File: config.mk
export PLATFORM = sky130hd
export DESIGN_NAME = scsiSelSeq
export DESIGN_NICKNAME = d
export VERILOG_FILES = /design/src/rtl/scsiSelPkg.sv /design/src/rtl/scsiSelDatapath.sv /design/src/rtl/scsiSelCtrl.sv /design/src/rtl/scsiSelSeq.sv
export SDC_FILE = /design/constraint.sdc
export NUM_CORES = 1
export LEC_CHECK = 0
export CAP_MARGIN = 20
export CORE_UTILIZATION = 45
export CTS_CLUSTER_SIZE = 16
export DETAILED_ROUTE_END_ITERATION = 10
export PLACE_DENSITY = 0.69
export SLEW_MARGIN = 0
export SYNTH_ARGS = -nofsm -noshare
export SYNTH_HDL_FRONTEND = slang
export SYNTH_SLANG_ARGS = --single-unit
export TNS_END_PERCENT = 30
File: constraint.sdc
create_clock -name clk -period 6.3 [get_ports clk]
set_input_delay 0.945 -clock clk [delete_from_list [all_inputs] [get_ports clk]]
set_output_delay 0.945 -clock clk [all_outputs]
set_load 0.02 [all_outputs]
File: src/rtl/scsiSelPkg.sv
package scsiSelPkg;

  typedef enum logic [3:0] {
    ST_IDLE, ST_ARB, ST_SETTLE, ST_DEST, ST_RELBSY,
    ST_DESKEW, ST_SELWAIT, ST_ABORT, ST_CONN
  } selState_e;

  typedef enum logic [2:0] {
    TM_ARB, TM_SETTLE, TM_DEST, TM_RELEASE, TM_DESKEW, TM_SELTO, TM_ABORT
  } timerSel_e;

  typedef struct packed {
    logic      loadTimer;
    timerSel_e timerSel;
    logic      latchDest;
    logic      driveOwn;
    logic      driveBoth;
    logic      releaseData;
    logic      setSel;
    logic      clrSel;
    logic      setBsy;
    logic      clrBsy;
    logic      setAtn;
    logic      atnVal;
    logic      releaseAll;
  } ctrlStrobe_t;

  localparam logic [6:0] CMD_SELECT          = 7'h41;
  localparam logic [6:0] CMD_SELECT_ATN      = 7'h42;
  localparam logic [6:0] CMD_SELECT_ATN_STOP = 7'h43;
  localparam logic [6:0] CMD_RESELECT        = 7'h44;

  localparam int DEST_CYCLES   = 4;
  localparam int DESKEW_CYCLES = 2;
  localparam int TIMEOUT_UNIT_LOG2 = 13;

endpackage

File: src/rtl/scsiSelDatapath.sv
module scsiSelDatapath
  import scsiSelPkg::*;
#(
  parameter int ID_W           = 3,
  parameter int TO_W           = 8,
  parameter int ARB_CYCLES     = 24,
  parameter int SETTLE_CYCLES  = 6,
  parameter int RELEASE_CYCLES = 2,
  parameter int ABORT_CYCLES   = 100,
  localparam int BUS_W         = 1 << ID_W,
  localparam int CNT_W         = TO_W + TIMEOUT_UNIT_LOG2
) (
  input  logic             clk,
  input  logic             rstN,
  input  ctrlStrobe_t      stb,
  input  logic [ID_W-1:0]  ownId,
  input  logic [ID_W-1:0]  destId,
  input  logic [TO_W-1:0]  selTimeout,
  input  logic [BUS_W-1:0] busDataIn,
  output logic             timerDone,
  output logic             arbWon,
  output logic [BUS_W-1:0] dataOut,
  output logic             dataOe,
  output logic             selOut,
  output logic             atnOut,
  output logic             bsyOut
);

  logic [CNT_W-1:0] cnt;
  logic [CNT_W-1:0] loadVal;
  logic [TO_W-1:0]  toEff;
  logic [ID_W-1:0]  destQ;
  logic [ID_W-1:0]  winIdx;
  logic             anySet;

  assign toEff = (selTimeout == '0) ? TO_W'(1) : selTimeout;

  always_comb begin
    case (stb.timerSel)
      TM_ARB:     loadVal = CNT_W'(ARB_CYCLES);
      TM_SETTLE:  loadVal = CNT_W'(SETTLE_CYCLES);
      TM_RELEASE: loadVal = CNT_W'(RELEASE_CYCLES);
      TM_DESKEW:  loadVal = CNT_W'(DESKEW_CYCLES);
      TM_SELTO:   loadVal = {toEff, {TIMEOUT_UNIT_LOG2{1'b0}}};
      TM_ABORT:   loadVal = CNT_W'(ABORT_CYCLES);
      default:    loadVal = CNT_W'(DEST_CYCLES);
    endcase
  end

  always_ff @(posedge clk or negedge rstN) begin
    if (!rstN)              cnt <= '0;
    else if (stb.loadTimer) cnt <= loadVal - CNT_W'(1);
    else if (cnt != '0)     cnt <= cnt - CNT_W'(1);
  end

  assign timerDone = (cnt == '0);

  // highest set data line wins arbitration
  always_comb begin
    winIdx = '0;
    anySet = 1'b0;
    for (int i = 0; i < BUS_W; i++) begin
      if (busDataIn[i]) begin
        winIdx = ID_W'(i);
        anySet = 1'b1;
      end
    end
  end

  assign arbWon = anySet && (winIdx == ownId);

  always_ff @(posedge clk or negedge rstN) begin
    if (!rstN) begin
      destQ   <= '0;
      dataOut <= '0;
      dataOe  <= 1'b0;
      selOut  <= 1'b0;
      atnOut  <= 1'b0;
      bsyOut  <= 1'b0;
    end else if (stb.releaseAll) begin
      dataOut <= '0;
      dataOe  <= 1'b0;
      selOut  <= 1'b0;
      atnOut  <= 1'b0;
      bsyOut  <= 1'b0;
    end else begin
      if (stb.latchDest) destQ <= destId;
      if (stb.driveOwn) begin
        dataOut <= BUS_W'(1) << ownId;
        dataOe  <= 1'b1;
      end else if (stb.driveBoth) begin
        dataOut <= (BUS_W'(1) << ownId) | (BUS_W'(1) << destQ);
        dataOe  <= 1'b1;
      end else if (stb.releaseData) begin
        dataOut <= '0;
        dataOe  <= 1'b0;
      end
      if (stb.setSel)      selOut <= 1'b1;
      else if (stb.clrSel) selOut <= 1'b0;
      if (stb.setBsy)      bsyOut <= 1'b1;
      else if (stb.clrBsy) bsyOut <= 1'b0;
      if (stb.setAtn)      atnOut <= stb.atnVal;
    end
  end

endmodule

File: src/rtl/scsiSelCtrl.sv
module scsiSelCtrl
  import scsiSelPkg::*;
(
  input  logic        clk,
  input  logic        rstN,
  input  logic        softRst,
  input  logic        startCmd,
  input  logic [7:0]  cmdCode,
  input  logic        timerDone,
  input  logic        arbWon,
  input  logic        bsyIn,
  output ctrlStrobe_t stb,
  output logic        initMode,
  output logic        targetMode,
  output logic        discIrq,
  output logic        arbLost
);

  selState_e state, nxt;
  logic [6:0] cmdLow;
  logic validCmd;
  logic reselQ, atnQ;
  logic latchCmd, clrFlags, setDisc, setLost, dropMode, enterInit, enterTgt, goDeskew;

  assign cmdLow   = 7'(cmdCode & 8'h7F);
  assign validCmd = (cmdLow == CMD_SELECT) || (cmdLow == CMD_SELECT_ATN) ||
                    (cmdLow == CMD_SELECT_ATN_STOP) || (cmdLow == CMD_RESELECT);

  always_comb begin
    nxt = state;
    stb = '0;
    stb.timerSel = TM_DEST;
    {latchCmd, clrFlags, setDisc, setLost, dropMode, enterInit, enterTgt, goDeskew} = '0;

    case (state)
      ST_IDLE: if (startCmd && validCmd) begin
        latchCmd = 1'b1;
        clrFlags = 1'b1;
        stb.latchDest = 1'b1;
        stb.driveOwn = 1'b1;
        stb.setBsy = 1'b1;
        stb.loadTimer = 1'b1;
        stb.timerSel = TM_ARB;
        nxt = ST_ARB;
      end
      ST_ARB: if (timerDone) begin
        if (arbWon) begin
          stb.setSel = 1'b1;
          stb.loadTimer = 1'b1;
          stb.timerSel = TM_SETTLE;
          nxt = ST_SETTLE;
        end else begin
          stb.releaseAll = 1'b1;
          setLost = 1'b1;
          nxt = ST_IDLE;
        end
      end
      ST_SETTLE: if (timerDone) begin
        stb.driveBoth = 1'b1;
        stb.loadTimer = 1'b1;
        stb.timerSel = TM_DEST;
        nxt = ST_DEST;
      end
      ST_DEST: if (timerDone) begin
        stb.clrBsy = 1'b1;
        stb.setAtn = 1'b1;
        stb.atnVal = atnQ;
        stb.loadTimer = 1'b1;
        stb.timerSel = TM_RELEASE;
        nxt = ST_RELBSY;
      end
      ST_RELBSY: if (timerDone) begin
        if (bsyIn) goDeskew = 1'b1;
        else begin
          stb.loadTimer = 1'b1;
          stb.timerSel = TM_SELTO;
          nxt = ST_SELWAIT;
        end
      end
      ST_SELWAIT: begin
        if (bsyIn) goDeskew = 1'b1;
        else if (timerDone) begin
          stb.releaseData = 1'b1;
          stb.loadTimer = 1'b1;
          stb.timerSel = TM_ABORT;
          nxt = ST_ABORT;
        end
      end
      ST_ABORT: if (timerDone) begin
        if (bsyIn) goDeskew = 1'b1;
        else begin
          stb.releaseAll = 1'b1;
          setDisc = 1'b1;
          nxt = ST_IDLE;
        end
      end
      ST_DESKEW: if (timerDone) begin
        stb.releaseData = 1'b1;
        stb.clrSel = 1'b1;
        enterTgt = reselQ;
        enterInit = !reselQ;
        nxt = ST_CONN;
      end
      ST_CONN: if (initMode && !bsyIn) begin
        stb.releaseAll = 1'b1;
        setDisc = 1'b1;
        dropMode = 1'b1;
        nxt = ST_IDLE;
      end
      default: nxt = ST_IDLE;
    endcase

    if (goDeskew) begin
      stb.loadTimer = 1'b1;
      stb.timerSel = TM_DESKEW;
      stb.setBsy = reselQ;
      nxt = ST_DESKEW;
    end

    if (softRst) begin
      stb = '0;
      stb.timerSel = TM_DEST;
      stb.releaseAll = 1'b1;
      {latchCmd, setDisc, setLost, enterInit, enterTgt} = '0;
      dropMode = 1'b1;
      clrFlags = 1'b1;
      nxt = ST_IDLE;
    end
  end

  always_ff @(posedge clk or negedge rstN) begin
    if (!rstN) begin
      state <= ST_IDLE;
      reselQ <= 1'b0;
      atnQ <= 1'b0;
      initMode <= 1'b0;
      targetMode <= 1'b0;
      discIrq <= 1'b0;
      arbLost <= 1'b0;
    end else begin
      state <= nxt;
      if (latchCmd) begin
        reselQ <= (cmdLow == CMD_RESELECT);
        atnQ <= (cmdLow == CMD_SELECT_ATN) || (cmdLow == CMD_SELECT_ATN_STOP);
      end
      if (clrFlags) begin
        discIrq <= 1'b0;
        arbLost <= 1'b0;
      end
      if (setDisc) discIrq <= 1'b1;
      if (setLost) arbLost <= 1'b1;
      if (dropMode) begin
        initMode <= 1'b0;
        targetMode <= 1'b0;
      end
      if (enterInit) initMode <= 1'b1;
      if (enterTgt) targetMode <= 1'b1;
    end
  end

endmodule

File: src/rtl/scsiSelSeq.sv
module scsiSelSeq
  import scsiSelPkg::*;
#(
  parameter int ID_W           = 3,
  parameter int TO_W           = 8,
  parameter int ARB_CYCLES     = 24,
  parameter int SETTLE_CYCLES  = 6,
  parameter int RELEASE_CYCLES = 2,
  parameter int ABORT_CYCLES   = 100,
  localparam int BUS_W         = 1 << ID_W
) (
  input  logic             clk,
  input  logic             rstN,
  input  logic             softRst,
  input  logic             startCmd,
  input  logic [7:0]       cmdCode,
  input  logic [ID_W-1:0]  ownId,
  input  logic [ID_W-1:0]  destId,
  input  logic [TO_W-1:0]  selTimeout,
  input  logic [BUS_W-1:0] busDataIn,
  input  logic             bsyIn,
  output logic [BUS_W-1:0] dataOut,
  output logic             dataOe,
  output logic             selOut,
  output logic             bsyOut,
  output logic             atnOut,
  output logic             initMode,
  output logic             targetMode,
  output logic             discIrq,
  output logic             arbLost
);

  ctrlStrobe_t stb;
  logic timerDone;
  logic arbWon;

  scsiSelCtrl u_ctrl (
    .clk(clk), .rstN(rstN), .softRst(softRst), .startCmd(startCmd),
    .cmdCode(cmdCode), .timerDone(timerDone), .arbWon(arbWon), .bsyIn(bsyIn),
    .stb(stb), .initMode(initMode), .targetMode(targetMode),
    .discIrq(discIrq), .arbLost(arbLost)
  );

  scsiSelDatapath #(
    .ID_W(ID_W), .TO_W(TO_W), .ARB_CYCLES(ARB_CYCLES),
    .SETTLE_CYCLES(SETTLE_CYCLES), .RELEASE_CYCLES(RELEASE_CYCLES),
    .ABORT_CYCLES(ABORT_CYCLES)
  ) u_dp (
    .clk(clk), .rstN(rstN), .stb(stb), .ownId(ownId), .destId(destId),
    .selTimeout(selTimeout), .busDataIn(busDataIn), .timerDone(timerDone),
    .arbWon(arbWon), .dataOut(dataOut), .dataOe(dataOe), .selOut(selOut),
    .atnOut(atnOut), .bsyOut(bsyOut)
  );

endmodule

== After elaboration in Yosys (flattened, before gate mapping) ==
Cells that the tools add are included.

* Flip-flop bits (word level): 46
* Bits of input ports: 35
* Output and inout bits: 16
* Word-level logic and storage cells: 183

* $add $sub $neg: 2
* Eq/ne operators: 30
* Shifts and indexed selects: 2
* Mux-type cells: 106
* Bitwise logic cells: 2
* Reduce and logical (&&, ||, !) cells: 27

{| class="wikitable"
|+ Operator list
! kind !! count
|-
| case mux 21 bit (5 select lines) || 1
|-
| two-way mux 4 bit || 23
|-
| two-way mux 1 bit || 57
|-
| two-way mux 21 bit || 2
|-
| subtractor 21 x 1 -> 21 bit (second input constant) || 2
|-
| two-way mux 8 bit || 5
|-
| inequality test 4 x 3 -> 1 bit (second input constant) || 10
|-
| case mux 4 bit (9 select lines) || 1
|-
| equality test 7 bit (second input constant) || 4
|-
| case mux 4 bit (6 select lines) || 1
|-
| zero test 21 bit || 1
|-
| nonzero test 21 bit || 1
|-
| two-way mux 3 bit || 6
|-
| equality test 4 x 3 -> 1 bit (second input constant) || 4
|-
| << shifter 1 x 3 -> 8 bit (first input constant) || 2
|-
| two-way mux 15 bit || 1
|-
| AND reduction 12 bit || 1
|-
| nonzero test 2 bit || 6
|-
| equality test 3 bit (second input constant) || 3
|-
| equality test 4 x 2 -> 1 bit (second input constant) || 2
|-
| zero test 8 bit || 1
|-
| two-way mux 2 bit || 4
|-
| inequality test 4 x 2 -> 1 bit (second input constant) || 2
|-
| bitwise OR 8 bit || 1
|-
| 18 further kinds || 28
|}

== Depth between registers and ports, before layout ==
Gate-level depths: netlist (run 1).

* Word-level depth: 19
* Depth in mapped cells: 13
* Depth with buffers taken out: 11

== Hierarchy ==
A second synthesis (run 1) with hierarchy kept.

* Cells, all modules: 393
* Area, all modules: 3280.6 µm²

{| class="wikitable"
|+ By module, submodules not included
! module !! times used !! cells each !! area an instance (µm²) !! sequential area each (µm²)
|-
| scsiSelDatapath || 1 || 277 || 2374.8 || 900.9
|-
| scsiSelCtrl || 1 || 116 || 905.9 || 250.2
|}

== Worst setup path before layout (run 1) ==
No wires, ideal clock.

* Path type: reg2reg
* Start: reg u_dp.cnt[9]
* End: reg u_dp.cnt[14]
* Setup time: 0.127 ns
* Arrival time: 3.619 ns
* Required time: 6.173 ns
* Setup slack: 2.553 ns
* Cell stages (with the launch flop): 14
* Path buffers: 3
* Clock period less this slack: 3.747 ns
* Cell sequence: dfrtp_1 or4_4 or4_4 buf_6 o31a_1 nor4_4 and3b_1 buf_4 clkbuf_1 nand2_1 ha_1 o21a_4 nand3_1 mux2_1

* Word-level cells in the longest chain between the ends: 11
* Elaborated cells between the ends (all ways): 26
* Those cells by class: add/sub: 2; eq/ne: 5; mux: 14; reduce/logical: 5

{| class="wikitable"
|+ Ends and longest elaborated chain
! what !! line !! text
|-
| start, declared || scsiSelDatapath.sv:29 || <nowiki>logic [CNT_W-1:0] cnt;</nowiki>
|-
| start signal, assigned || scsiSelDatapath.sv:52 || <nowiki>else if (stb.loadTimer) cnt <= loadVal - CNT_W'(1);</nowiki>
|-
| start signal, assigned || scsiSelDatapath.sv:53 || <nowiki>else if (cnt != '0) cnt <= cnt - CNT_W'(1);</nowiki>
|-
| zero test 21 bit || scsiSelDatapath.sv:56 || <nowiki>assign timerDone = (cnt == '0);</nowiki>
|-
| two-way mux 4 bit || scsiSelCtrl.sv:82 || <nowiki>else if (timerDone) begin</nowiki>
|-
| two-way mux 4 bit || scsiSelCtrl.sv:81 || <nowiki>if (bsyIn) goDeskew = 1'b1;</nowiki>
|-
| case mux 4 bit (6 select lines) || scsiSelCtrl.sv:35 || <nowiki>case (state)</nowiki>
|-
| two-way mux 4 bit || scsiSelCtrl.sv:113 || <nowiki>if (goDeskew) begin</nowiki>
|-
| two-way mux 15 bit || scsiSelCtrl.sv:120 || <nowiki>if (softRst) begin</nowiki>
|-
| equality test 3 x 2 -> 1 bit or equality test 3 bit (tied branches) || scsiSelDatapath.sv:39 || <nowiki>case (stb.timerSel)</nowiki>
|-
| OR reduction 2 bit (no source line) || n/a ||
|-
| case mux 21 bit (5 select lines) || scsiSelDatapath.sv:39 ||
|-
| subtractor 21 x 1 -> 21 bit || scsiSelDatapath.sv:52 ||
|-
| two-way mux 21 bit || scsiSelDatapath.sv:52 ||
|}

Parallel ways exist; a longest one is shown, timed or not. The select of a mux whose other input is x is not followed.
A chain may end at the register's enable or synchronous reset.

== Final worst setup path (run 1) ==
* Start: in busDataIn[7]
* End: reg u_dp.cnt[19]

* Word-level cells in the longest chain between the ends: 13
* Elaborated cells between the ends (all ways): 20
* Those cells by class: add/sub: 1; eq/ne: 6; mux: 9; reduce/logical: 4

{| class="wikitable"
|+ Ends and longest elaborated chain
! what !! line !! text
|-
| start, declared || scsiSelSeq.sv:20 || <nowiki>input logic [BUS_W-1:0] busDataIn,</nowiki>
|-
| two-way mux 3 bit || scsiSelDatapath.sv:63 || <nowiki>if (busDataIn[i]) begin</nowiki>
|-
| equality test 3 bit || scsiSelDatapath.sv:70 || <nowiki>assign arbWon = anySet && (winIdx == ownId);</nowiki>
|-
| logical AND 1 bit * || scsiSelDatapath.sv:70 ||
|-
| two-way mux 4 bit * || scsiSelCtrl.sv:47 || <nowiki>if (arbWon) begin</nowiki>
|-
| two-way mux 4 bit * || scsiSelCtrl.sv:46 || <nowiki>ST_ARB: if (timerDone) begin</nowiki>
|-
| case mux 4 bit (6 select lines) * || scsiSelCtrl.sv:35 ||
|-
| two-way mux 4 bit * || scsiSelCtrl.sv:113 ||
|-
| two-way mux 15 bit * || scsiSelCtrl.sv:120 ||
|-
| equality test 3 x 2 -> 1 bit or equality test 3 bit (tied branches) || scsiSelDatapath.sv:39 ||
|-
| OR reduction 2 bit (no source line) || n/a ||
|-
| case mux 21 bit (5 select lines) || scsiSelDatapath.sv:39 ||
|-
| subtractor 21 x 1 -> 21 bit || scsiSelDatapath.sv:52 ||
|-
| two-way mux 21 bit || scsiSelDatapath.sv:52 ||
|}

Every way passes the cells marked *; elsewhere a longest branch is shown, timed or not.

==> flow_metrics.py, run 1 <==
metrics = {
    "sta": {
        "finalCriticalPeriod_ns": 4.193,
        "fin_ws_ns": 2.107,
        "rsz0062_at_grt": "no",
        "hold_viol": 0,
        "drv_slew": 0,
        "setup_violations": 0,
        "tns_ns": 0,
        "holdWs_ns": 0.4769,
        "slew_headroom_pct": 36.01,
        "fin_crit_sh_pct": 66.55,
        "worst_slew_pin_slew_ns": 0.9564,
        "finClkSkew_ns": 0.007211,
        "max_clock_freq_ghz": 0.2385,
    },
    "placement": {
        "postPlaceCellArea_um2": 3802,
        "dp_hpwl_mm": 6.547,
        "dp_slack_ns": 1.613,
        "place_congestion": 0.8712,
        "portBuffers": 49,
    },
    "logic_synthesis": {
        "ys_warn_count": 0,
        "ys_seq_area_share_pct": 35.10,
        "synthesis.area_um2": 3279,
        "synthDistinctLibCells": 75,
        "synth-simple-area-share_pct": 30.83,
        "synth_top_family_by_area": "simple AND/OR/NAND/NOR gates",
        "async_reset_ff_share_pct": 100.0,
        "syn_nets": 424,
        "synth_compound_area_share_pct": 25.52,
        "synth_seq_cells": 46,
        "synth_mux_area_share_pct": 3.434,
        "avgSynthCellArea_um2": 8.452,
        "synthXorXnorAreaFrac_pct": 1.068,
        "synth-adder-area-share_pct": 0.3815,
        "synth_cells": 388,
        "synth-edff-count": 0,
        "yosys_most_used_dff": "dfrtp_1",
    },
    "critical_path": {
        "worstPathMaxFanout": 13,
        "cp_slowest_cell": "or4_1",
        "cp.required_ns": 6.48,
        "worst_path_dominant_cell_family": "simple AND/OR/NAND/NOR gates",
        "cp_cell_sequence": "clkdlybuf4s50_1 > or4_1 > nor3_1 > a21oi_1 > o31ai_1 > nand4_1 > and3_1 > nor4_4 > nand3b_1 > mux2_1",
        "end_kind": "flop",
        "crit_arrival_ns": 4.38,
        "worstSetupPathType": "input pin to flop",
        "r2r_slack_ns": 2.11,
        "start_kind": "input pin",
        "max_stage_delay_ns": 0.59,
        "cp_num_buf_inv": 1,
    },
    "global_routing": {
        "grt-ovfl-total": 0,
        "antenna_found_initial": 0,
        "met2_usage_pct": 39.49,
        "grt_usage_pct": 24.61,
        "grt_pass1_vias": 3097,
        "gr-usage-met3_pct": 3.318,
        "grt_start_max_net_pins": 47,
        "grtUsageMet1_pct": 33.85,
        "top_usage_layer": "met2",
        "grt_pass1_wl_mm": 14.75,
    },
    "layout": {
        "fillers": 651,
        "utilization_pct": 56.61,
        "final_cell_area_um2": 3910,
        "num_antenna_cells": 0,
        "finalNetCount": 465,
        "syn2layout_area_growth_pct": 19.23,
        "drive_gt1_share_pct": 8.411,
        "multi_input_area_um2": 2008,
        "seq_area_um2": 1151,
    },
    "cts": {
        "post_cts_buffers": 0,
        "cts_sinks": 46,
        "cts_tree": "done",
        "cts_root_buf": "clkbuf_8",
        "clk_latency_ns": 0.30,
        "cts_buffers": 5,
        "cts.clk_slew.worst_paths_ns": 0.08,
        "clk_path_buf_depth": 2,
        "htree_levels": 2,
        "postCtsHoldBufs": 0,
        "post_cts_resized": 0,
    },
    "power": {
        "p_int_mw": 0.6604,
        "p_sw_share_pct": 39.61,
        "cellPowerDensity_nw_per_um2": 279.7,
        "peakVddDrop_mv": 0.1349,
        "seqPwrFrac_pct": 40.8,
        "combPwrFrac_pct": 42.5,
        "leakage_nw": 1.591,
        "power.share.clock_pct": 16.7,
        "netSwitchingPower_mw": 0.4331,
    },
    "floorplan": {
        "die_h_um": 87.37,
        "fp.dieW_um": 87.37,
        "die-area_um2": 7633,
        "start_util_pct": 47.48,
        "design.core.area_um2": 6907,
        "rows": 30,
        "num_io_pins": 51,
    },
    "drt": {
        "viasPerCell": 6.099,
        "drt-wirelength-per-cell_um": 16.91,
        "drt_iter0_drc": 190,
        "drtPass1Iterations": 5,
        "routed_wl_mm": 8.861,
        "ant_nets": 0,
        "remaining_drc_errors": 0,
        "vias": 3196,
    },
    "hold_path": {
        "hold_class": "input pin to async pin",
    },
    "run": {
        "max_cap_violations": 0,
    },
    "run_status": {
        "status": "finished, final reports clean",
    },
}
[synthesized netlist by cell type, drive strengths merged, types with 7 or more instances]
master / count / area (µm²)
nand3: 11 / 55.05
buf: 8 / 56.29
nor4: 10 / 113.9
a22o: 9 / 87.59
o31ai: 9 / 67.56
dfrtp: 46 / 1151
a21oi: 20 / 103.9
nand4: 7 / 50.05
or3: 9 / 60.06
nor3: 17 / 85.08
clkbuf: 11 / 41.29
mux2i: 9 / 90.09
o21ai: 16 / 83.83
nand2: 41 / 153.9
nand2b: 10 / 62.56
nor2: 51 / 191.4
[worst reg2reg max path, delay by kind of cell, from the launching register on]
family           cells  cell delay (ns)
AO/OA/AOI/OAI        3             1.06
AND/OR/NAND/NOR      6             2.60
flip-flops           1             0.42
[power by group through the flow]
stage                     Clock (mW)  Sequential (mW)  Combinational [mW]
after floorplan                    0            0.423               0.364
after global placement             0            0.447               0.448
after detailed placement           0            0.447               0.462
after CTS                      0.189            0.443               0.462
after global routing           0.198            0.455               0.515
final                          0.182            0.446               0.465
[logic make-up after synthesis]
kind of cell,Yosys count
flip-flops,46
XOR/XNOR,4
buffers and inverters,25
AND/OR/NAND/NOR,189
adder cells (fa/ha/maj),1
multiplexers,11
AO/OA/AOI/OAI,112
[final timing paths]
kind                              startpoint              end  depth (start not counted)
worst max-delay path            busDataIn[7]     u_dp.cnt[19]                         10
worst min-delay path                    rstN  u_dp.dataOut[7]                          1
worst max register to register   u_dp.cnt[9]      u_dp.cnt[5]                          9
worst min register to register   u_dp.dataOe      u_dp.dataOe                          1
max in group asynchronous               rstN     u_dp.cnt[16]                          2
min in group clk                 u_dp.dataOe      u_dp.dataOe                          1
[routing by layer]
metal | share of wire [%] | up-vias
met5 | 0 | -
met4 | 1.6 | 0
met2 | 46 | 109
li1 | - | 1541
met3 | 4.6 | 13
met1 | 48 | 1533
[sequential cells by signal, indices dropped and copies added, names as in the netlist]
| register | cells |
|---|---|
| u_dp.selOut | 1 |
| u_ctrl.reselQ | 1 |
| u_dp.destQ | 3 |
| u_dp.dataOe | 1 |
| u_ctrl.initMode | 1 |
| u_ctrl.discIrq | 1 |
| u_dp.cnt | 21 |
| u_ctrl.targetMode | 1 |
| u_ctrl.state | 4 |
| u_ctrl.atnQ | 1 |
| u_dp.atnOut | 1 |
| u_dp.dataOut | 8 |
| u_dp.bsyOut | 1 |
| u_ctrl.arbLost | 1 |
[cells in the final DEF (no fill, tap or decap), types with 8 or more instances in the layout]
master | Yosys | final
nand2b_1 | 10 | 10
nor2_1 | 51 | 51
o31ai_1 | 9 | 9
mux2i_1 | 9 | 9
dfrtp_1 | 46 | 46
clkdlybuf4s50_1 | 0 | 48
nand2_1 | 41 | 41
nand3_1 | 11 | 11
nor3_1 | 17 | 17
a21oi_1 | 19 | 19
a22o_1 | 8 | 8
o21ai_0 | 14 | 14
[metrics by stage]
step / total power [mW] / instances
floorplan: 0.7868 / 388
global placement: 0.8945 / 516
detailed placement: 0.9090 / 516
CTS: 1.094 / 522
global route: 1.169 / 524
finish: 1.094 / 524
[final cells by class]
cell class	count	area share [%]
repair buffers	53	13.44
flip-flops and latches	46	29.44
inverters	6	0.5760
well taps	96	3.072
multi-input cells	317	51.36
clock buffers	6	2.112
No activity file was read; power rests on OpenSTA's default activity.
==> inputs of run 2 (changes only) <==
PLACE_DENSITY = 0.71   (was 0.69)
clock period = 3.6 ns   (was 6.3 ns; I/O delays follow)
==> run 2 against run 1 <==
Clock power is 70% higher; sequential share of layout area is 3.3 points lower; utilization is 7.1 points higher; register-to-register slack worse by 2.1 ns; worst hold slack worse by 0.33 ns; clock-buffer cell count is 1 lower; critical path depth is 1 lower; highest routed layer unchanged.
==> flow_metrics.py, run 2 (synthesized netlist as in run 1, its figures left out) <==
metrics = {
    "run_status": {
        "status": "finished, final reports clean",
    },
    "layout": {
        "syn2layout_area_growth_pct": 34.22,
        "seq_area_um2": 1151,
        "utilization_pct": 63.73,
        "largestRegisters": "u_dp.cnt (21), u_dp.dataOut (8), u_ctrl.state (4)",
        "multi_input_area_um2": 2083,
        "finalNetCount": 519,
        "largest_reg_flops": 21,
        "final_cell_area_um2": 4402,
        "fillers": 620,
        "top_register": "u_dp.cnt",
        "num_antenna_cells": 0,
        "final_cell_mix": "buf_4 (56), nor2_1 (51), clkdlybuf4s50_1 (48)",
        "drive_gt1_share_pct": 21.12,
        "fin_cells": 579,
        "layout_commonest_cell": "buf_4",
    },
    "sta": {
        "worst_slew_pin_slew_ns": 0.9194,
        "finClkSkew_ns": 0.006692,
        "holdWs_ns": 0.1441,
        "setup_violations": 0,
        "max_clock_freq_ghz": 0.2793,
        "drv_slew": 0,
        "fin_ws_ns": 0.01990,
        "tns_ns": 0,
        "finalCriticalPeriod_ns": 3.580,
        "rsz0062_at_grt": "yes",
        "hold_viol": 0,
        "slew_headroom_pct": 37.93,
        "fin_crit_sh_pct": 99.45,
    },
    "critical_path": {
        "start_kind": "flop",
        "crit_top_cell": "or4_4",
        "r2r_cells": 9,
        "critPathLaunch": "u_dp.cnt[7]",
        "max_stage_delay_ns": 0.56,
        "r2r_start": "u_dp.cnt[7]",
        "end_kind": "flop",
        "worstSetupPathType": "flop to flop",
        "cp_cell_sequence": "or4_4 > or4_4 > o31a_1 > nor4_4 > and3b_2 > a22oi_2 > nand4_1 > nor4_2 > mux2i_1",
        "timing.rr.end": "u_dp.cnt[20]",
        "crit_arrival_ns": 3.80,
        "cp.required_ns": 3.82,
        "cp_slowest_cell": "or4_4",
        "r2r_slack_ns": 0.02,
        "worstPathMaxFanout": 5,
        "cp-endpoint": "u_dp.cnt[20]",
    },
    "global_routing": {
        "grt-ovfl-total": 0,
        "grt_start_max_net_pins": 47,
        "grt_pass1_wl_mm": 15.75,
        "antenna_found_initial": 0,
        "grt_usage_pct": 26.02,
        "grt_pass1_vias": 3339,
    },
    "drt": {
        "vias": 3422,
        "viasPerCell": 5.910,
        "drtPass1Iterations": 5,
        "routed_wl_mm": 9.387,
        "drt_iter0_drc": 186,
        "ant_nets": 0,
        "remaining_drc_errors": 0,
        "drt-wirelength-per-cell_um": 16.21,
    },
    "floorplan": {
        "die_h_um": 87.37,
        "die-area_um2": 7633,
        "design.core.area_um2": 6907,
        "rows": 30,
        "num_io_pins": 51,
        "fp.dieW_um": 87.37,
        "start_util_pct": 47.48,
    },
    "placement": {
        "dp_hpwl_mm": 7.085,
        "postPlaceCellArea_um2": 4198,
        "dp_slack_ns": -0.1064,
        "place_congestion": 0.9239,
        "portBuffers": 49,
        "place_inst": 563,
    },
    "cts": {
        "clk_latency_ns": 0.30,
        "cts_root_buf": "clkbuf_8",
        "clk_path_buf_depth": 2,
        "cts_buffers": 5,
        "cts_tree": "done",
        "cts_sinks": 46,
        "cts.clk_slew.worst_paths_ns": 0.09,
        "htree_levels": 2,
    },
    "power": {
        "p_sw_share_pct": 39.95,
        "cellPowerDensity_nw_per_um2": 476.0,
        "netSwitchingPower_mw": 0.8371,
        "power.share.clock_pct": 14.8,
        "leakage_nw": 1.882,
        "peakVddDrop_mv": 0.3137,
        "combPwrFrac_pct": 48.5,
        "seqPwrFrac_pct": 36.7,
        "finalPower_mw": 2.095,
        "p_int_mw": 1.258,
    },
    "hold_path": {
        "hold_class": "input pin to async pin",
    },
    "run": {
        "max_cap_violations": 0,
    },
}
==> run 2: cell types whose count changed in the layout (fill, tap and decap cells not counted), sizes merged <==
cell,change
buf,+54
clkinv,+2
clkbuf,-1
==> run 2: worst max-delay path, delay by kind of cell, from the launching register on <==
kind | cells | cell delay (ns)
AO/OA/AOI/OAI | 2 | 0.54
flip-flops | 1 | 0.39
multiplexers | 1 | 0.22
AND/OR/NAND/NOR | 6 | 2.37
==> run 2: routing by layer <==
metal / part of all wire (%) / up-vias / track usage (%)
met2: 47 / 108 / 41.90
met4: 1.4 / 0 / 6.557
met3: 5.0 / 14 / 3.602
li1: - / 1648 / -
met5: 0 / - / 0
met1: 47 / 1652 / 36.79
==> run 2: final cells by class <==
type	count	share of cell area [%]
Multi-Input combinational cell	317	47.33
Clock inverter	2	0.2274
Inverter	6	0.5117
Sequential cell	46	26.15
Clock buffer	5	1.563
Tap cell	96	2.729
Timing Repair Buffer	107	21.49
==> run 2: worst min path at each step <==
| stage | startpoint | endpoint | slack (ns) | cells after the start |
|---|---|---|---|---|
| 6_report | rstN | u_ctrl.discIrq | 0.14 | 1 |
| 5_1_grt | rstN | u_ctrl.discIrq | 0.17 | 1 |
| 4_1_cts | rstN | u_ctrl.discIrq | 0.47 | 1 |
| 3_5_place_dp | u_dp.dataOe | u_dp.dataOe | 0.47 | 1 |
| 3_3_place_gp | u_dp.dataOe | u_dp.dataOe | 0.46 | 1 |
| 2_1_floorplan | rstN | u_ctrl.arbLost | 0.24 | 0 |
==> run 2: power groups by stage <==
stage | clock network [mW] | logic (mW) | registers [mW]
floorplan | 0 | 0.660 | 0.742
global placement | 0 | 0.923 | 0.767
detailed placement | 0 | 0.952 | 0.771
CTS | 0.314 | 0.966 | 0.762
global route | 0.331 | 1.12 | 0.786
finish | 0.310 | 1.02 | 0.769
==> run 2: repair_timing <==
action,CTS,global route
resized for setup,2,9
hold buffers,0,0
pin swaps,1,10
endpoints found under the hold margin,0,0
buffers inserted,0,8
setup endpoints to repair,5,15
